==> src/rtl/dev_term_pkg.sv <==
package dev_term_pkg;
  localparam int unsigned STR_W = 2;
  localparam int unsigned PD_BIT = STR_W;

  typedef enum logic [3:0] {
    OP_IDLE  = 4'd0,
    OP_WRITE = 4'd1,
    OP_READ  = 4'd2,
    OP_PDOWN = 4'd3,
    OP_SREF  = 4'd4,
    OP_DPD   = 4'd5,
    OP_CACAL = 4'd6,
    OP_ZQCAL = 4'd7,
    OP_WLEV  = 4'd8
  } op_e;
endpackage

==> src/rtl/dev_term_mr.sv <==
module dev_term_mr #(
  parameter int unsigned ADDR_W  = 8,
  parameter int unsigned DATA_W  = 8,
  parameter int unsigned MR_ADDR = 11
) (
  input  logic              clk_i,
  input  logic              rst_ni,
  input  logic              we_i,
  input  logic [ADDR_W-1:0] addr_i,
  input  logic [DATA_W-1:0] data_i,
  output logic [DATA_W-1:0] mr_o
);
  localparam logic [ADDR_W-1:0] HIT = ADDR_W'(MR_ADDR);

  logic hit;
  assign hit = we_i && (addr_i == HIT);

  always_ff @(posedge clk_i or negedge rst_ni) begin
    if (!rst_ni)  mr_o <= '0;
    else if (hit) mr_o <= data_i;
  end
endmodule

==> src/rtl/dev_term_policy.sv <==
module dev_term_policy
  import dev_term_pkg::*;
#(
  parameter int unsigned OP_W = 4
) (
  input  logic [STR_W-1:0] strength_i,
  input  logic             pd_keep_i,
  input  logic             odt_i,
  input  logic [OP_W-1:0]  op_i,
  output logic             term_d_o
);
  logic armed, allow;

  assign armed = |strength_i;

  always_comb begin
    unique case (op_i)
      OP_IDLE, OP_WRITE: allow = 1'b1;
      OP_PDOWN:          allow = pd_keep_i;
      default:           allow = 1'b0;  // read, low-power, training, unassigned
    endcase
  end

  assign term_d_o = armed & odt_i & allow;
endmodule

==> src/rtl/dev_term_out.sv <==
module dev_term_out (
  input  logic clk_i,
  input  logic rst_ni,
  input  logic term_d_i,
  output logic term_o
);
  always_ff @(posedge clk_i or negedge rst_ni) begin
    if (!rst_ni) term_o <= 1'b0;
    else         term_o <= term_d_i;
  end
endmodule

==> src/rtl/dev_term_ctrl.sv <==
module dev_term_ctrl
  import dev_term_pkg::*;
#(
  parameter int unsigned ADDR_W  = 8,
  parameter int unsigned DATA_W  = 8,
  parameter int unsigned OP_W    = 4,
  parameter int unsigned MR_ADDR = 11
) (
  input  logic              clk_i,
  input  logic              rst_ni,
  input  logic              mrw_en_i,
  input  logic [ADDR_W-1:0] mrw_addr_i,
  input  logic [DATA_W-1:0] mrw_data_i,
  input  logic              odt_i,
  input  logic [OP_W-1:0]   op_i,
  output logic              term_o,
  output logic [STR_W-1:0]  strength_o,
  output logic [DATA_W-1:0] mr_o
);
  logic term_d;

  dev_term_mr #(
    .ADDR_W (ADDR_W),
    .DATA_W (DATA_W),
    .MR_ADDR(MR_ADDR)
  ) u_mr (
    .clk_i (clk_i),
    .rst_ni(rst_ni),
    .we_i  (mrw_en_i),
    .addr_i(mrw_addr_i),
    .data_i(mrw_data_i),
    .mr_o  (mr_o)
  );

  assign strength_o = mr_o[STR_W-1:0];

  dev_term_policy #(.OP_W(OP_W)) u_pol (
    .strength_i(strength_o),
    .pd_keep_i (mr_o[PD_BIT]),
    .odt_i     (odt_i),
    .op_i      (op_i),
    .term_d_o  (term_d)
  );

  dev_term_out u_out (
    .clk_i   (clk_i),
    .rst_ni  (rst_ni),
    .term_d_i(term_d),
    .term_o  (term_o)
  );
endmodule

==> config.mk <==
export PLATFORM = sky130hd
export DESIGN_NAME = dev_term_ctrl
export DESIGN_NICKNAME = d
export VERILOG_FILES = /design/src/rtl/dev_term_pkg.sv /design/src/rtl/dev_term_mr.sv /design/src/rtl/dev_term_policy.sv /design/src/rtl/dev_term_out.sv /design/src/rtl/dev_term_ctrl.sv
export SDC_FILE = /design/constraint.sdc
export NUM_CORES = 1
export LEC_CHECK = 0
export ABC_AREA = 1
export BUFFER_PORTS_ARGS = -buffer_cell sky130_fd_sc_hd__buf_2
export CAP_MARGIN = 20
export CELL_PAD_IN_SITES_DETAIL_PLACEMENT = 0
export CELL_PAD_IN_SITES_GLOBAL_PLACEMENT = 1
export CORE_UTILIZATION = 25
export DETAILED_ROUTE_END_ITERATION = 10
export GPL_TIMING_DRIVEN = 0
export PLACE_DENSITY_LB_ADDON = 0.1
export SETUP_SLACK_MARGIN = 0.02
export SLEW_MARGIN = 20
export SYNTH_ARGS = -nofsm -noshare
export SYNTH_HDL_FRONTEND = slang
export SYNTH_SLANG_ARGS = --single-unit
==> constraint.sdc <==
create_clock -name clk_i -period 0.9 [get_ports clk_i]
set_input_delay 0.09 -clock clk_i [delete_from_list [all_inputs] [get_ports clk_i]]
set_output_delay 0.09 -clock clk_i [all_outputs]
set_load 0.01 [all_outputs]
==> flow_metrics.py, run 1 <==
metrics = {
    "critical_path": {
        "slowest_delay_ns": 0.42,
        "cp_data_arrival_time_ns": 0.91,
        "cp_num_buf_inv": 2,
        "critPathMaxFanout": 4,
        "path_class": "reg2out",
        "cp.required_ns": 0.81,
        "worst-path-stages": 2,
        "crit_family": "flip-flops",
        "start_kind": "flop",
        "crit_top_cell": "buf_6",
        "path_cells": "buf_6, buf_6",
        "crit_slowest_cell": "dfrtp_1",
        "r2r_cells": 3,
        "critical_path.endpoint_type": "primary output",
    },
    "sta": {
        "tightest_slew_ns": 0.2082,
        "fin_ws_ns": -0.09875,
        "fin_skew_ns": 0.001237,
        "holdWs_ns": 0.06083,
        "hold_viol": 0,
        "fmax_mhz": 1001,
        "setup-tns-final_ns": -0.2350,
        "slew_headroom": 0.8609,
        "fin_crit_sh": 1.110,
        "drv_slew": 0,
        "rsz0062_at_grt": "yes",
        "min_period_ns": 0.9987,
        "final-setup-viol-count": 4,
    },
    "synth": {
        "yosysSeqAreaShare": 0.4675,
        "avgSynthCellArea_um2": 8.602,
        "synth_nets": 80,
        "ys_seq_elements": 9,
        "ys_types": 15,
        "yosysWarnings": 0,
        "netlist_instances": 56,
        "syn_area_um2": 481.7,
    },
    "layout": {
        "syn2layout_area_growth_pct": 60.26,
        "antenna_cells": 0,
        "layout_commonest_cell": "buf_2",
        "nNetsFinal": 123,
        "drive_gt1_frac": 0.5408,
        "layout_common_cells": "31 x buf_2, 18 x nand2_1, 9 x dfrtp_1",
    },
    "floorplanning": {
        "rows": 15,
        "fp.dieW_um": 45.90,
        "floorplan.initialDensity": 0.2730,
        "ioPinCount": 35,
        "die-area_um2": 2106,
        "core_area_um2": 1764,
        "die_y_um": 45.90,
    },
    "worst_hold_path": {
        "hold_depth": 3,
        "hold_class": "in2reg",
    },
    "route": {
        "via_count": 497,
        "drt.antenna.violating_nets": 0,
        "drc": 0,
        "drt-initial-drc-count": 3,
        "wl_per_cell_um": 8.732,
        "routed_wl_mm": 1.074,
        "vias_per_cell": 4.041,
        "drtPass1Iterations": 2,
    },
    "power": {
        "leakage_uw": 0.0004620,
        "vdd_ir_drop_max_v": 0.0004768,
        "power_density_nw_per_um2": 1190,
        "p_total_uw": 919.0,
    },
    "cts": {
        "cts_sinks": 9,
        "cts.reportedPaths.clkPinSlew_ns": 0.06,
        "cts_tree": "done",
        "clockBufferDepth": 2,
        "clk_latency_ns": 0.25,
        "clockRootBuffer": "clkbuf_4",
        "numCtsBuffers": 3,
        "htree_levels": 1,
    },
    "place": {
        "pre_cts_ws_ns": 0.005778,
        "dp_hpwl_um": 807.7,
        "gp_congestion": 0.6879,
        "port_buffers": 34,
    },
    "global_routing": {
        "grt_usage": 0.1174,
        "antenna_found_initial": 0,
        "grt_pass1_wl_mm": 1.725,
        "grt_max_degree": 10,
        "first_global_vias": 404,
        "grt_overflow": 0,
    },
    "run": {
        "drv_cap": 0,
    },
    "run_status": {
        "violations": "negative setup slack",
        "status": "finished, violations left",
    },
}
-- power breakdown --
| part | switching (uW) | internal [uW] | leakage [uW] |
|---|---|---|---|
| clock network | 137 | 171 | 0.0000150 |
| registers | 10.8 | 422 | 0.000124 |
| logic | 81.4 | 97.6 | 0.000323 |
-- per-stage QoR --
stage                     utilization  instance area (um2)  instances
after global placement         0.3872                683.2        115
after CTS                      0.4333                764.5        122
after global routing           0.4376                772.0        123
final                          0.4376                772.0        123
after floorplan                     -                481.7         56
after detailed placement       0.3872                683.2        115
-- area by class of cell --
| class | instances | area (um2) |
|---|---|---|
| clock buffer | 4 | 26.28 |
| tap | 25 | 31.28 |
| fill | 216 | 992.2 |
| sequential | 9 | 225.2 |
| timing repair buffer | 38 | 221.5 |
| multi-input combinational | 39 | 215.2 |
| buffer | 3 | 33.78 |
| inverter | 5 | 18.77 |
-- worst paths after layout --
kind	startpoint	to	slack [ns]
setup / recovery	u_mr.mr_o[0]	strength_o[0]	-0.1
hold / removal	mrw_data_i[1]	u_mr.mr_o[1]	0.06
setup reg to reg	u_mr.mr_o[1]	u_out.term_o	0.02
hold reg to reg	u_mr.mr_o[5]	u_mr.mr_o[5]	0.47
max in group asynchronous	rst_ni	u_mr.mr_o[4]	0.51
min in group asynchronous	rst_ni	u_mr.mr_o[5]	0.21
-- worst register-to-register path: cells and delay by family (launching register included) --
kind	cells	cell delay [ns]
simple gates	1	0.06
flops	1	0.40
buf+inv	1	0.14
compound gates	1	0.18
-- sequential cells by signal (all words and copies together), names as in the netlist --
register / cells
u_out.term_o: 1
u_mr.mr_o: 8
-- kinds of logic after synthesis --
kind of cell    count (synthesis)  synth area share
buf+inv                         8           0.08572
compound gates                  2           0.02597
simple gates                   37            0.4208
flops                           9            0.4675
-- layer usage --
layer | wire [um] | track usage | vias up | part of all wire
met2 | 525 | 0.1746 | 19 | 0.49
met3 | 70 | 0.01587 | 0 | 0.065
met4 | 0 | 0.07059 | 0 | 0
li1 | - | - | 256 | -
met1 | 478 | 0.1590 | 222 | 0.45
met5 | 0 | 0 | - | 0
-- cells in the mapped netlist, drive strengths merged --
| cell | count | share of area |
|---|---|---|
| nand3 | 9 | 0.12 |
| dfrtp | 9 | 0.47 |
| nor2 | 6 | 0.11 |
| buf | 3 | 0.047 |
| a21boi | 1 | 0.016 |
| o21ai | 1 | 0.010 |
| nand2 | 21 | 0.18 |
| nor3b | 1 | 0.016 |
| inv | 5 | 0.039 |
-- timing repair --
item                                   CTS  global route
setup endpoints to repair                5             9
resized for setup                        6             0
hold buffers                             1             0
cloned                                   0             0
buffers inserted                         2             1
endpoints found under the hold margin    9             0
(Power assumes the default switching activity.)
==> run 2, diff against run 1 <==
CORE_UTILIZATION = 23   (was 25)
SLEW_MARGIN = 10   (was 20)
clock period = 0.89 ns   (was 0.9 ns; I/O delays follow)
==> run 2 against run 1 <==
Against the previous run:
- the flow still finishes with violations (negative setup slack)
- power increased by 1.5%
- register-to-register slack gained 0.03 ns
- flip-flop and latch count unchanged
- die area is 8.3% higher
- critical path depth is the same
- hold slack worse by 0.00056 ns
- clock skew is 0.0011 ns lower
- combinational power rose by 6%
- routed wire length rose by 5.4%
- worst setup slack better by 0.0079 ns
- utilization is 3.2 points lower
- non-clock buffer count up 1
- critical path type unchanged
- largest cell class unchanged
==> flow_metrics.py, run 2 (same netlist as run 1, synthesis figures left out) <==
metrics = {
    "sta": {
        "fin_skew_ns": 0.0001404,
        "slew_headroom": 0.8542,
        "min_period_ns": 0.9809,
        "fin_crit_sh": 1.102,
        "final-setup-viol-count": 5,
        "drv_slew": 0,
        "tightest_slew_ns": 0.2182,
        "fmax_mhz": 1020,
        "rsz0062_at_grt": "yes",
        "hold_viol": 0,
        "setup-tns-final_ns": -0.2473,
        "fin_ws_ns": -0.09087,
    },
    "route": {
        "via_count": 494,
        "drt.antenna.violating_nets": 0,
        "drt-initial-drc-count": 4,
        "wl_per_cell_um": 8.984,
        "drc": 0,
        "drtPass1Iterations": 2,
        "vias_per_cell": 3.921,
        "routed_wl_mm": 1.132,
    },
    "critical_path": {
        "cp.required_ns": 0.80,
        "cp_data_arrival_time_ns": 0.89,
        "cp-startpoint": "u_mr.mr_o[1]",
        "critical_path.endpoint_type": "primary output",
        "path_class": "reg2out",
        "critPathMaxFanout": 3,
        "start_kind": "flop",
        "r2r_start": "u_mr.mr_o[1]",
    },
    "cts": {
        "cts.reportedPaths.clkPinSlew_ns": 0.06,
        "clockBufferDepth": 2,
        "clockRootBuffer": "clkbuf_4",
        "numCtsBuffers": 3,
        "htree_levels": 1,
        "cts_tree": "done",
        "cts_sinks": 9,
        "clk_latency_ns": 0.25,
    },
    "run_status": {
        "violations": "negative setup slack",
        "status": "finished, violations left",
    },
    "global_routing": {
        "grt_overflow": 0,
        "grt_max_degree": 10,
        "first_global_vias": 407,
        "grt_usage": 0.1024,
        "antenna_found_initial": 0,
        "grt_pass1_wl_mm": 1.566,
    },
    "power": {
        "vdd_ir_drop_max_v": 0.0004886,
        "internal_power_uw": 702.3,
        "switching_share": 0.2470,
        "leakage_uw": 0.0004693,
        "power_density_nw_per_um2": 1172,
        "power_frac_seq": 0.470,
        "combPwrFrac": 0.204,
        "clockPowerShare": 0.327,
        "switchingPower_uw": 230.4,
    },
    "worst_hold_path": {
        "min_from": "mrw_data_i[4]",
        "hold_class": "in2reg",
    },
    "layout": {
        "syn2layout_area_growth_pct": 65.19,
        "drive_gt1_frac": 0.5657,
        "regMostFlops": "u_mr.mr_o",
        "top_regs": "u_mr.mr_o x8, u_out.term_o x1",
        "fill_cells": 226,
        "final_util": 0.4056,
        "final_area_um2": 795.8,
        "layout_commonest_cell": "buf_2",
        "layout_common_cells": "30 x buf_2, 18 x nand2_1, 9 x dfrtp_1",
        "antenna_cells": 0,
        "largest_register_ffs": 8,
        "nNetsFinal": 124,
    },
    "floorplanning": {
        "die-area_um2": 2282,
        "die_y_um": 47.77,
        "core_area_um2": 1962,
        "floorplan.initialDensity": 0.2455,
        "ioPinCount": 35,
        "fp.dieW_um": 47.77,
        "rows": 16,
    },
    "run": {
        "drv_cap": 0,
    },
    "place": {
        "post_dp_cell_area_um2": 685.7,
        "gp_congestion": 0.6139,
        "port_buffers": 34,
    },
}
==> run 2: cell types whose count changed in the layout (fill, tap and decap cells not counted) <==
| cell | before | now |
|---|---|---|
| a21boi_0 | 1 | 0 |
| a21boi_2 | 0 | 1 |
| buf_2 | 31 | 30 |
| buf_4 | 3 | 4 |
| buf_6 | 6 | 7 |
| o21ai_0 | 1 | 0 |
| o21ai_2 | 0 | 1 |
==> run 2: final timing paths <==
kind / to / slack (ns) / cells after the start
max: strength_o[1] / -0.09 / 2
min: u_mr.mr_o[4] / 0.06 / 3
max reg2reg: u_out.term_o / 0.05 / 3
min reg2reg: u_mr.mr_o[4] / 0.47 / 2
max in group asynchronous: u_mr.mr_o[0] / 0.51 / 2
min in group asynchronous: u_mr.mr_o[5] / 0.21 / 2
==> run 2: through the flow <==
stage          power [uW]  instances  setup slack [ns]  hold slack [ns]
2_1_floorplan       512.0         56            0.1535          -0.2066
3_3_place_gp        602.5        117          0.004194         -0.04423
3_5_place_dp        603.6        117          0.003502         -0.05180
4_1_cts             945.7        125          -0.09750          0.04974
5_1_grt             992.5        126           -0.1297          0.06371
6_report            932.7        126          -0.09087          0.06027
==> run 2: area by class of cell <==
cell class / instances / area [um2] / share of cell area
Buffer: 3 / 33.78 / 0.04245
Clock buffer: 4 / 26.28 / 0.03302
Inverter: 5 / 18.77 / 0.02358
Multi-Input combinational cell: 39 / 222.7 / 0.2799
Sequential cell: 9 / 225.2 / 0.2830
Tap cell: 27 / 33.78 / 0.04245
Timing Repair Buffer: 39 / 235.2 / 0.2956
==> run 2: worst max-delay path, stage by stage, from the launching register on <==
cell and delay, ns:
dfrtp_1 0.41, buf_6 0.13, buf_6 0.11
==> run 2: repair_timing <==
item,in CTS,in global routing
hold buffers,1,0
endpoints found under the hold margin,9,0
endpoints found under the setup margin,6,12
buffers inserted,3,1
gates resized for setup,7,4
==> run 2: power by group through the flow <==
stage / clock network (uW) / registers, uW / logic (uW)
final: 305 / 438 / 190
after global routing: 342 / 440 / 211
after CTS: 322 / 438 / 186
after detailed placement: 0 / 445 / 158
after global placement: 0 / 445 / 157
after floorplan: 0 / 452 / 59.8
==> run 2: metal layers <==
metal	wire length, um	track usage	share of wire
met1	458	0.1152	0.40
met2	608	0.1730	0.54
met3	65	0.02264	0.057
met4	0	0.06667	0
met5	0	0	0
==> run 3, diff against run 2 <==
GPL_TIMING_DRIVEN = unset   (was 0)
RECOVER_POWER = 50   (was unset)
==> run 3 against run 2 <==
Against the previous run:
- the run still ends with negative setup slack left
- sequential power about the same
- worst setup slack better by 0.085 ns
- combinational power decreased by 11%
- hold slack worse by 0.0017 ns
- flip-flop and latch count unchanged
- critical endpoint is now mr_o[1]
- highest routed layer is now met4
==> flow_metrics.py, run 3 (same netlist as run 1, synthesis figures left out) <==
metrics = {
    "run_status": {
        "status": "finished, violations left",
        "violations": "negative setup slack",
    },
    "place": {
        "port_buffers": 34,
        "dp_hpwl_um": 876.1,
        "gp_congestion": 0.6224,
    },
    "sta": {
        "fin_ws_ns": -0.006003,
        "fmax_mhz": 1116,
        "holdWs_ns": 0.05857,
        "fin_skew_ns": 0.0002139,
        "fin_crit_sh": 1.007,
        "setup-tns-final_ns": -0.01134,
        "slew_headroom": 0.6954,
        "hold_viol": 0,
        "rsz0062_at_grt": "yes",
        "tightest_slew_ns": 0.4569,
        "min_period_ns": 0.8960,
        "final-setup-viol-count": 2,
        "drv_slew": 0,
    },
    "route": {
        "wl_per_cell_um": 8.944,
        "via_count": 497,
        "drtPass1Iterations": 4,
        "drt-initial-drc-count": 9,
        "drt.antenna.violating_nets": 0,
        "vias_per_cell": 3.976,
        "drc": 0,
        "routed_wl_mm": 1.118,
    },
    "worst_hold_path": {
        "hold_depth": 3,
        "hold_class": "in2reg",
        "min_from": "mrw_data_i[3]",
    },
    "global_routing": {
        "grt_pass1_wl_mm": 1.607,
        "grt_usage": 0.1115,
        "antenna_found_initial": 0,
        "grt_overflow": 0,
        "first_global_vias": 395,
        "grt_max_degree": 10,
    },
    "layout": {
        "largest_register_ffs": 8,
        "layout_commonest_cell": "buf_2",
        "syn2layout_area_growth_pct": 55.58,
        "layout_common_cells": "32 x buf_2, 18 x nand2_1, 9 x dfrtp_1",
        "antenna_cells": 0,
        "top_regs": "u_mr.mr_o x8, u_out.term_o x1",
        "nNetsFinal": 123,
        "drive_gt1_frac": 0.5306,
        "final_util": 0.3820,
        "fill_cells": 243,
        "regMostFlops": "u_mr.mr_o",
    },
    "cts": {
        "cts_sinks": 9,
        "cts.reportedPaths.clkPinSlew_ns": 0.06,
        "clk_latency_ns": 0.25,
        "clockRootBuffer": "clkbuf_4",
        "clockBufferDepth": 2,
        "htree_levels": 1,
        "numCtsBuffers": 3,
        "cts_tree": "done",
    },
    "power": {
        "vdd_ir_drop_max_v": 0.0003739,
        "internal_power_uw": 685.8,
        "power_frac_seq": 0.481,
        "power_density_nw_per_um2": 1215,
        "combPwrFrac": 0.185,
        "switching_share": 0.2468,
        "switchingPower_uw": 224.7,
        "leakage_uw": 0.0004554,
        "clockPowerShare": 0.334,
    },
    "critical_path": {
        "path_cells": "buf_2",
        "cp_num_buf_inv": 1,
        "crit_family": "flip-flops",
        "cp-startpoint": "u_mr.mr_o[1]",
        "crit_slowest_cell": "dfrtp_1",
        "r2r_start": "u_mr.mr_o[0]",
        "path_class": "reg2out",
        "critical_path.endpoint_type": "primary output",
        "cp.required_ns": 0.80,
        "r2r_cells": 3,
        "worst-path-stages": 1,
        "critPathMaxFanout": 4,
        "cp_data_arrival_time_ns": 0.81,
        "slowest_delay_ns": 0.40,
        "start_kind": "flop",
    },
    "floorplanning": {
        "fp.dieW_um": 47.77,
        "core_area_um2": 1962,
        "die-area_um2": 2282,
        "ioPinCount": 35,
        "floorplan.initialDensity": 0.2455,
        "rows": 16,
        "die_y_um": 47.77,
    },
    "run": {
        "drv_cap": 0,
    },
}
## run 3: cell count changes in the layout (fill, tap and decap cells not counted), sizes merged
| cell | delta |
|---|---|
| buf | -2 |
| clkbuf | +1 |
## run 3: power groups by stage
stage	clock network, uW	registers, uW	logic, uW
after floorplan	0	452	59.8
after detailed placement	0	446	152
final	304	438	169
after CTS	320	438	166
after global placement	0	446	151
after global routing	341	440	189
## run 3: area by class of cell
cell class	count	area [um2]	area share
Clock buffer	4	26.28	0.03506
Timing Repair Buffer	41	230.2	0.3072
Multi-Input combinational cell	39	215.2	0.2871
Sequential cell	9	225.2	0.3005
Inverter	5	18.77	0.02504
Tap cell	27	33.78	0.04508
## run 3: through the flow
stage	setup slack [ns]	cell area [um2]	total power, uW	instances
floorplan	0.1535	481.7	512.0	56
global placement	0.06967	670.6	597.0	115
detailed placement	0.04292	670.6	598.8	115
CTS	-0.01847	729.5	923.7	123
global route	-0.05100	749.5	969.8	125
finish	-0.006003	749.5	910.5	125
## run 3: timing repair
action | in CTS | in global routing
buffers inserted | 3 | 2
hold endpoints to repair | 9 | 0
hold buffers | 1 | 0
endpoints found under the setup margin | 8 | 12
gates resized for setup | 0 | 1
## run 3: routing by layer
metal | vias up | track usage | routed length, um
li1 | 258 | - | -
met1 | 213 | 0.1304 | 470
met2 | 22 | 0.1622 | 545
met3 | 4 | 0.03396 | 60
met4 | 0 | 0.1000 | 42
met5 | - | 0 | 0
## run 3: path summary, 6_finish.rpt
path / slack [ns] / end
setup / recovery: -0.006 / mr_o[1]
hold / removal: 0.06 / u_mr.mr_o[3]
setup reg to reg: 0.03 / u_out.term_o
hold reg to reg: 0.48 / u_mr.mr_o[6]
max in group asynchronous: 0.29 / u_mr.mr_o[1]
min in group asynchronous: 0.29 / u_mr.mr_o[6]
